### src/rtl/brd_pkg.sv
package brd_pkg;
    localparam int ADDR_W = 6;
    localparam int DATA_W = 32;
    localparam logic [ADDR_W-1:0] A_STAT  = 6'h00;
    localparam logic [ADDR_W-1:0] A_CTL   = 6'h01;
    localparam logic [ADDR_W-1:0] A_FLASH = 6'h02;
    localparam logic [ADDR_W-1:0] A_MASK  = 6'h03;
    localparam logic [ADDR_W-1:0] A_REV   = 6'h04;
    localparam logic [ADDR_W-1:0] A_TST1  = 6'h08;
    localparam logic [ADDR_W-1:0] A_TST2  = 6'h0C;
    localparam logic [2:0] RST_KEY = 3'b101;
endpackage

### src/rtl/brd_rst_decode.sv
module brd_rst_decode (
    input  logic       hit,
    input  logic [2:0] key,
    output logic       fire
);
    assign fire = hit && (key == brd_pkg::RST_KEY);
endmodule

### src/rtl/brd_wp_merge.sv
module brd_wp_merge (
    input  logic master_sw,
    input  logic hw_sw,
    input  logic sw_bit,
    output logic flash_wp,
    output logic nv_wp
);
    assign nv_wp    = master_sw;
    assign flash_wp = master_sw | hw_sw | sw_bit;
endmodule

### src/rtl/brd_irq_mask.sv
module brd_irq_mask #(
    parameter int NIRQ = 4
) (
    input  logic [NIRQ-1:0] src,
    input  logic [NIRQ-1:0] mask,
    output logic [NIRQ-1:0] gated
);
    for (genvar i = 0; i < NIRQ; i++) begin : g_gate
        assign gated[i] = src[i] & ~mask[i];
    end
endmodule

### src/rtl/brd_ctl_regs.sv
module brd_ctl_regs
    import brd_pkg::*;
#(
    parameter int          NIRQ = 4,
    parameter logic [7:0]  REV  = 8'h01
) (
    input  logic                 clk,
    input  logic                 rst,
    input  logic                 wr_en,
    input  logic [ADDR_W-1:0]    addr,
    input  logic [DATA_W-1:0]    wdata,
    output logic [DATA_W-1:0]    rdata,
    input  logic [1:0]           brd_kind,
    input  logic                 safe_start_sw,
    input  logic                 fast_clk_sw,
    input  logic                 master_wp_sw,
    input  logic                 flash_hw_wp_sw,
    input  logic                 flash_rdy,
    input  logic [NIRQ-1:0]      irq_src,
    output logic [NIRQ-1:0]      irq_out,
    output logic                 flash_wp,
    output logic                 nv_wp,
    output logic                 hard_rst_req
);
    typedef struct packed {
        logic              rst_req;
        logic              sw_wp;
        logic [NIRQ-1:0]   mask;
        logic [DATA_W-1:0] tst1;
    } regs_t;

    localparam regs_t RESET_ST = '{rst_req: 1'b0, sw_wp: 1'b1,
                                   mask: {NIRQ{1'b1}}, tst1: '0};

    regs_t st_q, st_d;
    logic  key_fire;

    brd_rst_decode u_key (
        .hit  (wr_en && addr == A_CTL),
        .key  (wdata[7:5]),
        .fire (key_fire)
    );

    always_comb begin
        st_d = st_q;
        if (key_fire) st_d.rst_req = 1'b1;
        if (wr_en) begin
            case (addr)
                A_FLASH: st_d.sw_wp = wdata[2];
                A_MASK:  st_d.mask  = wdata[NIRQ-1:0];
                A_TST1:  st_d.tst1  = wdata;
                default: ;
            endcase
        end
    end

    always_ff @(posedge clk) begin
        if (rst) st_q <= RESET_ST;
        else     st_q <= st_d;
    end

    always_comb begin
        case (addr)
            A_STAT:  rdata = {27'b0, master_wp_sw, fast_clk_sw, safe_start_sw, brd_kind};
            A_FLASH: rdata = {29'b0, st_q.sw_wp, flash_hw_wp_sw, flash_rdy};
            A_MASK:  rdata = DATA_W'(st_q.mask);
            A_REV:   rdata = {24'b0, REV};
            A_TST1:  rdata = st_q.tst1;
            A_TST2:  rdata = ~st_q.tst1;
            default: rdata = '0;
        endcase
    end

    brd_wp_merge u_wp (
        .master_sw (master_wp_sw),
        .hw_sw     (flash_hw_wp_sw),
        .sw_bit    (st_q.sw_wp),
        .flash_wp  (flash_wp),
        .nv_wp     (nv_wp)
    );

    brd_irq_mask #(.NIRQ(NIRQ)) u_irq (
        .src   (irq_src),
        .mask  (st_q.mask),
        .gated (irq_out)
    );

    assign hard_rst_req = st_q.rst_req;
endmodule

### config.mk
export PLATFORM = sky130hd
export DESIGN_NAME = brd_ctl_regs
export DESIGN_NICKNAME = d
export VERILOG_FILES = /design/src/rtl/brd_pkg.sv /design/src/rtl/brd_rst_decode.sv /design/src/rtl/brd_wp_merge.sv /design/src/rtl/brd_irq_mask.sv /design/src/rtl/brd_ctl_regs.sv
export SDC_FILE = /design/constraint.sdc
export NUM_CORES = 1
export LEC_CHECK = 0
export BUFFER_PORTS_ARGS = -buffer_cell sky130_fd_sc_hd__buf_2
export CORE_MARGIN = 8
export CORE_UTILIZATION = 25
export CTS_BUF_LIST = sky130_fd_sc_hd__clkbuf_16
export DETAILED_ROUTE_END_ITERATION = 16
export PLACE_DENSITY = 0.45
export SETUP_SLACK_MARGIN = 0.3
export SKIP_CTS_REPAIR_TIMING = 1
export SYNTH_ARGS = -nofsm -noshare
export SYNTH_HDL_FRONTEND = slang
export SYNTH_SLANG_ARGS = --single-unit
### constraint.sdc
create_clock -name clk -period 3.6 [get_ports clk]
set_input_delay 0.36 -clock clk [delete_from_list [all_inputs] [get_ports clk]]
set_output_delay 0.36 -clock clk [all_outputs]
set_load 0.1 [all_outputs]
# Yosys cells after proc, flatten, opt, wreduce, memory -nomap -nowiden
# Cells that the tools add are included.
# Widths: inputs -> output; s select.
[word_totals]
ff_bits = 38
out_inout_bits = 39
in_bits = 52
[op_classes]
reduce_logical = 6
eq_ne = 7
bitwise = 11
mux = 1
[op_table]
columns = ["operator", "count"]
rows = [
  ["$pmux 32 s6", 1],
  ["$not 32->32", 1],
  ["$eq 6x2->1 const B", 2],
  ["$eq 6x4->1 const B", 2],
  ["$eq 6x1->1 const B", 1],
  ["$eq 6x3->1 const B", 1],
  ["$logic_not 6->1", 1],
  ["$reduce_and 2->1", 3],
  ["$and 1x1->1", 4],
  ["$not 1->1", 4],
  ["$eq 3x3->1 const B", 1],
  ["$logic_and 1x1->1", 2],
  ["$or 1x1->1", 2],
]

# Logic depth before layout (Yosys ltp)
[depth]
ltp_word = 3
mapped_depth = 6

# By module
# A second synthesis with hierarchy kept.
[hier_totals]
cells_unflattened = 268
area_unflattened_um2 = 2381.0
[modules_own_cells]
columns = ["mod", "cells_per_inst", "n_inst", "area_per_inst_um2", "seq_area_each_um2"]
rows = [
  ["brd_ctl_regs", 261, 1, 2302.2, 760.7],
  ["brd_irq_mask", 4, 1, 55.1, 0.0],
  ["brd_wp_merge", 2, 1, 13.8, 0.0],
  ["brd_rst_decode", 1, 1, 10.0, 0.0],
]

# Worst setup path before layout
# No wires, ideal clock.
[synth_path]
path_type = "input to output"
startpoint = "in addr[2]"
endpoint = "out rdata[0]"
slack_ns = 0.172
path_buffers = 1
t_arrival_ns = 3.068
path_stages = 4
cell_sequence = "buf_2 nor4_4 nand2_1 o21ai_0"
[synth_between]
elab_chain_cells = 2
elab_cells_between_ends = 7
classes_between = "5 x eq/ne; 1 x mux; 1 x reduce/logical"
[synth_lines]
columns = ["element", "line", "text"]
rows = [
  ["start: declaration", "brd_ctl_regs.sv:10", "input logic [ADDR_W-1:0] addr,"],
  ["$eq 6x4->1, or another cell as far along", "brd_ctl_regs.sv:63", "case (addr)"],
  ["$pmux 32 s6 *", "brd_ctl_regs.sv:63", ""],
  ["end: declaration", "brd_ctl_regs.sv:12", "output logic [DATA_W-1:0] rdata,"],
]
# Mark *: on every way between the ends. The rest lies on a longest branch, timed or not.

# Worst setup path in the final report
[layout_path]
startpoint = "in addr[1]"
endpoint = "out rdata[1]"
# Same word-level chain as after synthesis.

==> out/metrics.cfg <==
[place]
gp_congestion = 0.749
hpwlAfterDp_microns = 4590
port_buffers = 90
detailedPlace.worstSlack_ns = 1.01
place_inst = 462

[cts]
cts-root-buf = clkbuf_16
cts.clk_slew.worst_paths_ns = 0.06
cts_made_buffers = 5
clk-insertion-delay-late_ns = 0.27
htreeDepth = 2
cts_buffer_depth = 2
cts_tree = built
cts_num_sinks = 38

[setup_path]
reg2regPathDepth = 2
critPathMaxFanout = 18
critPathArrivalTime_ns = 2.20
critPathKind = primary input to primary output
startpoint_type = primary input
required_ns = 3.24
reg2reg_from = hard_rst_req
r2r_end = hard_rst_req
end_kind = primary output
regToRegSetupSlack_ns = 2.92

[synthesis]
synth_edf_count = 0
yosysSeqAreaShare = 0.319
synthTopCellsByArea = dfxtp_1 32%, mux2i_1 17%, nand2b_1 17%
ys_ff_latch = 38
syn_inst = 264
synthArstFlopShare = 0
yosys_warnings = 0
syn_avg_cell_area_sq_um = 9.02
synth.largest_area_cell = dfxtp_1
synth_nets = 316
synth_top_cell_area_share = 0.319
syn-cell-area_sq_um = 2380
synth-main-ff-cell = dfxtp_1
ys_types = 30

[job]
maxCapViolations = 0

[cells_and_area]
stdcell_count = 469
layout_common_cells = 90 x buf_2, 64 x nand2b_1, 40 x mux2i_1, 38 x dfxtp_1, 37 x nor2_1
drive_above_1_share = 0.309
diodes = 0
final_net_count = 392
nFillCells = 1001
multiInputGateArea_sq_um = 1460
regArea_sq_um = 761
fin_util = 0.323
area_growth_pct = 25.4
final_common_cell = buf_2

[timing]
worst_slack_ns = 1.04
maxSlewViolCount = 0
hold_viol = 0
fmax_mhz = 391
final-setup-viol-count = 0
finClkSkew_ns = 0
tightest_slew_ns = 1.02
fin_crit_sh = 0.711
setup_tns_ns = 0
rsz0062_at_grt = no
period_minus_slack_ns = 2.56
slew_headroom = 0.320

[route]
vias = 1944
wl_microns = 6300
drc = 0
drtIter0Drc = 45
vias_per_cell = 4.14
drt_pass1_iterations = 4
ant_nets = 0
wl_per_cell_microns = 13.4

[global_route]
antenna_found_initial = 0
grt_start_max_net_pins = 75
gr-usage-all-layers = 0.0981
gr-total-overflow = 0
grt_pass1_vias = 2083
grt_first_pass_wirelength_microns = 10400

[run_status]
status = complete, no violations

[worst_hold_path]
hold_depth = 3
hold_class = primary input to register
holdPathEnd = st_q[25]
hp-start = wdata[25]

[die]
rows = 35
die_area_sq_um = 12900
die_w_microns = 114
die_height_microns = 114
boundaryPins = 91
initial_core_util = 0.258
core_area_sq_um = 9240

[pwr]
p_leak_nw = 1.21
peakVddDrop_mv = 0.149
powerDensity_nw_per_um2 = 329
finalPower_mw = 0.984

[registers in the layout (all words and copies together) (netlist names)]
register	count
st_q	37
hard_rst_req	1
[cell type report]
| cell class | count | area share |
|---|---|---|
| multi-input cells | 203 | 0.487 |
| flip-flops and latches | 38 | 0.255 |
| repair buffers | 92 | 0.160 |
| well taps | 129 | 0.0540 |
| clock buffers | 5 | 0.0419 |
| clock inverters | 2 | 0.00251 |
[power breakdown]
part / total [mW] / internal (mW) / switching, mW
clock network: 0.407 / 0.248 / 0.159
registers: 0.424 / 0.422 / 0.00120
logic: 0.154 / 0.0607 / 0.0936
total: 0.984 / 0.731 / 0.254
[worst max-delay path by stage]
stage / endpoint / slack, ns / from
global route: rdata[1] / 0.86 / addr[1]
finish: rdata[1] / 1.04 / addr[1]
floorplan: rdata[1] / 0.64 / addr[1]
detailed placement: rdata[18] / 1.01 / addr[1]
global placement: rdata[18] / 1.05 / addr[1]
CTS: rdata[18] / 1.0 / addr[1]
[kinds of logic (layout without fill, tap and decap cells)]
kind of cell | Yosys count | in the layout | synth area share
and+or+nand+nor | 121 | 121 | 0.294
DFF | 38 | 38 | 0.319
xor gates and xnor gates | 29 | 29 | 0.107
muxes | 43 | 43 | 0.182
buffers and inverters | 23 | 99 | 0.0704
AOI/OAI and AO/OA | 10 | 10 | 0.0273
[worst max-delay path, stage by stage]
cell and delay [ns]:
buf_2 0.16, nor4_4 0.38, nand2_1 0.35, buf_4 0.33, o22ai_1 0.15, buf_2 0.45
[metal layers]
layer	global-route usage	vias to the layer above	part of all wire
met5	0	-	0
met4	0.0240	0	0.0073
met3	0.0375	5	0.084
met2	0.155	64	0.44
met1	0.122	868	0.47
li1	-	1007	-
[cell usage after synthesis, types with 2 or more instances]
master / n
nand2b_1: 64
mux2i_1: 40
dfxtp_1: 38
nor2_1: 37
xnor2_1: 29
clkbuf_1: 10
buf_2: 5
nand2_1: 4
nor2b_1: 4
o22ai_1: 4
buf_12: 3
buf_6: 3
mux2_2: 3
a21oi_1: 2
nor3b_1: 2
nor4_4: 2
[per-stage QoR]
stage | hold WS, ns | area [sq um]
floorplan | 0.458 | 2380
global placement | 0.460 | 2860
detailed placement | 0.475 | 2860
CTS | 0.333 | 2990
global route | 0.343 | 2990
finish | 0.341 | 2990
(Power assumes the default switching activity.)
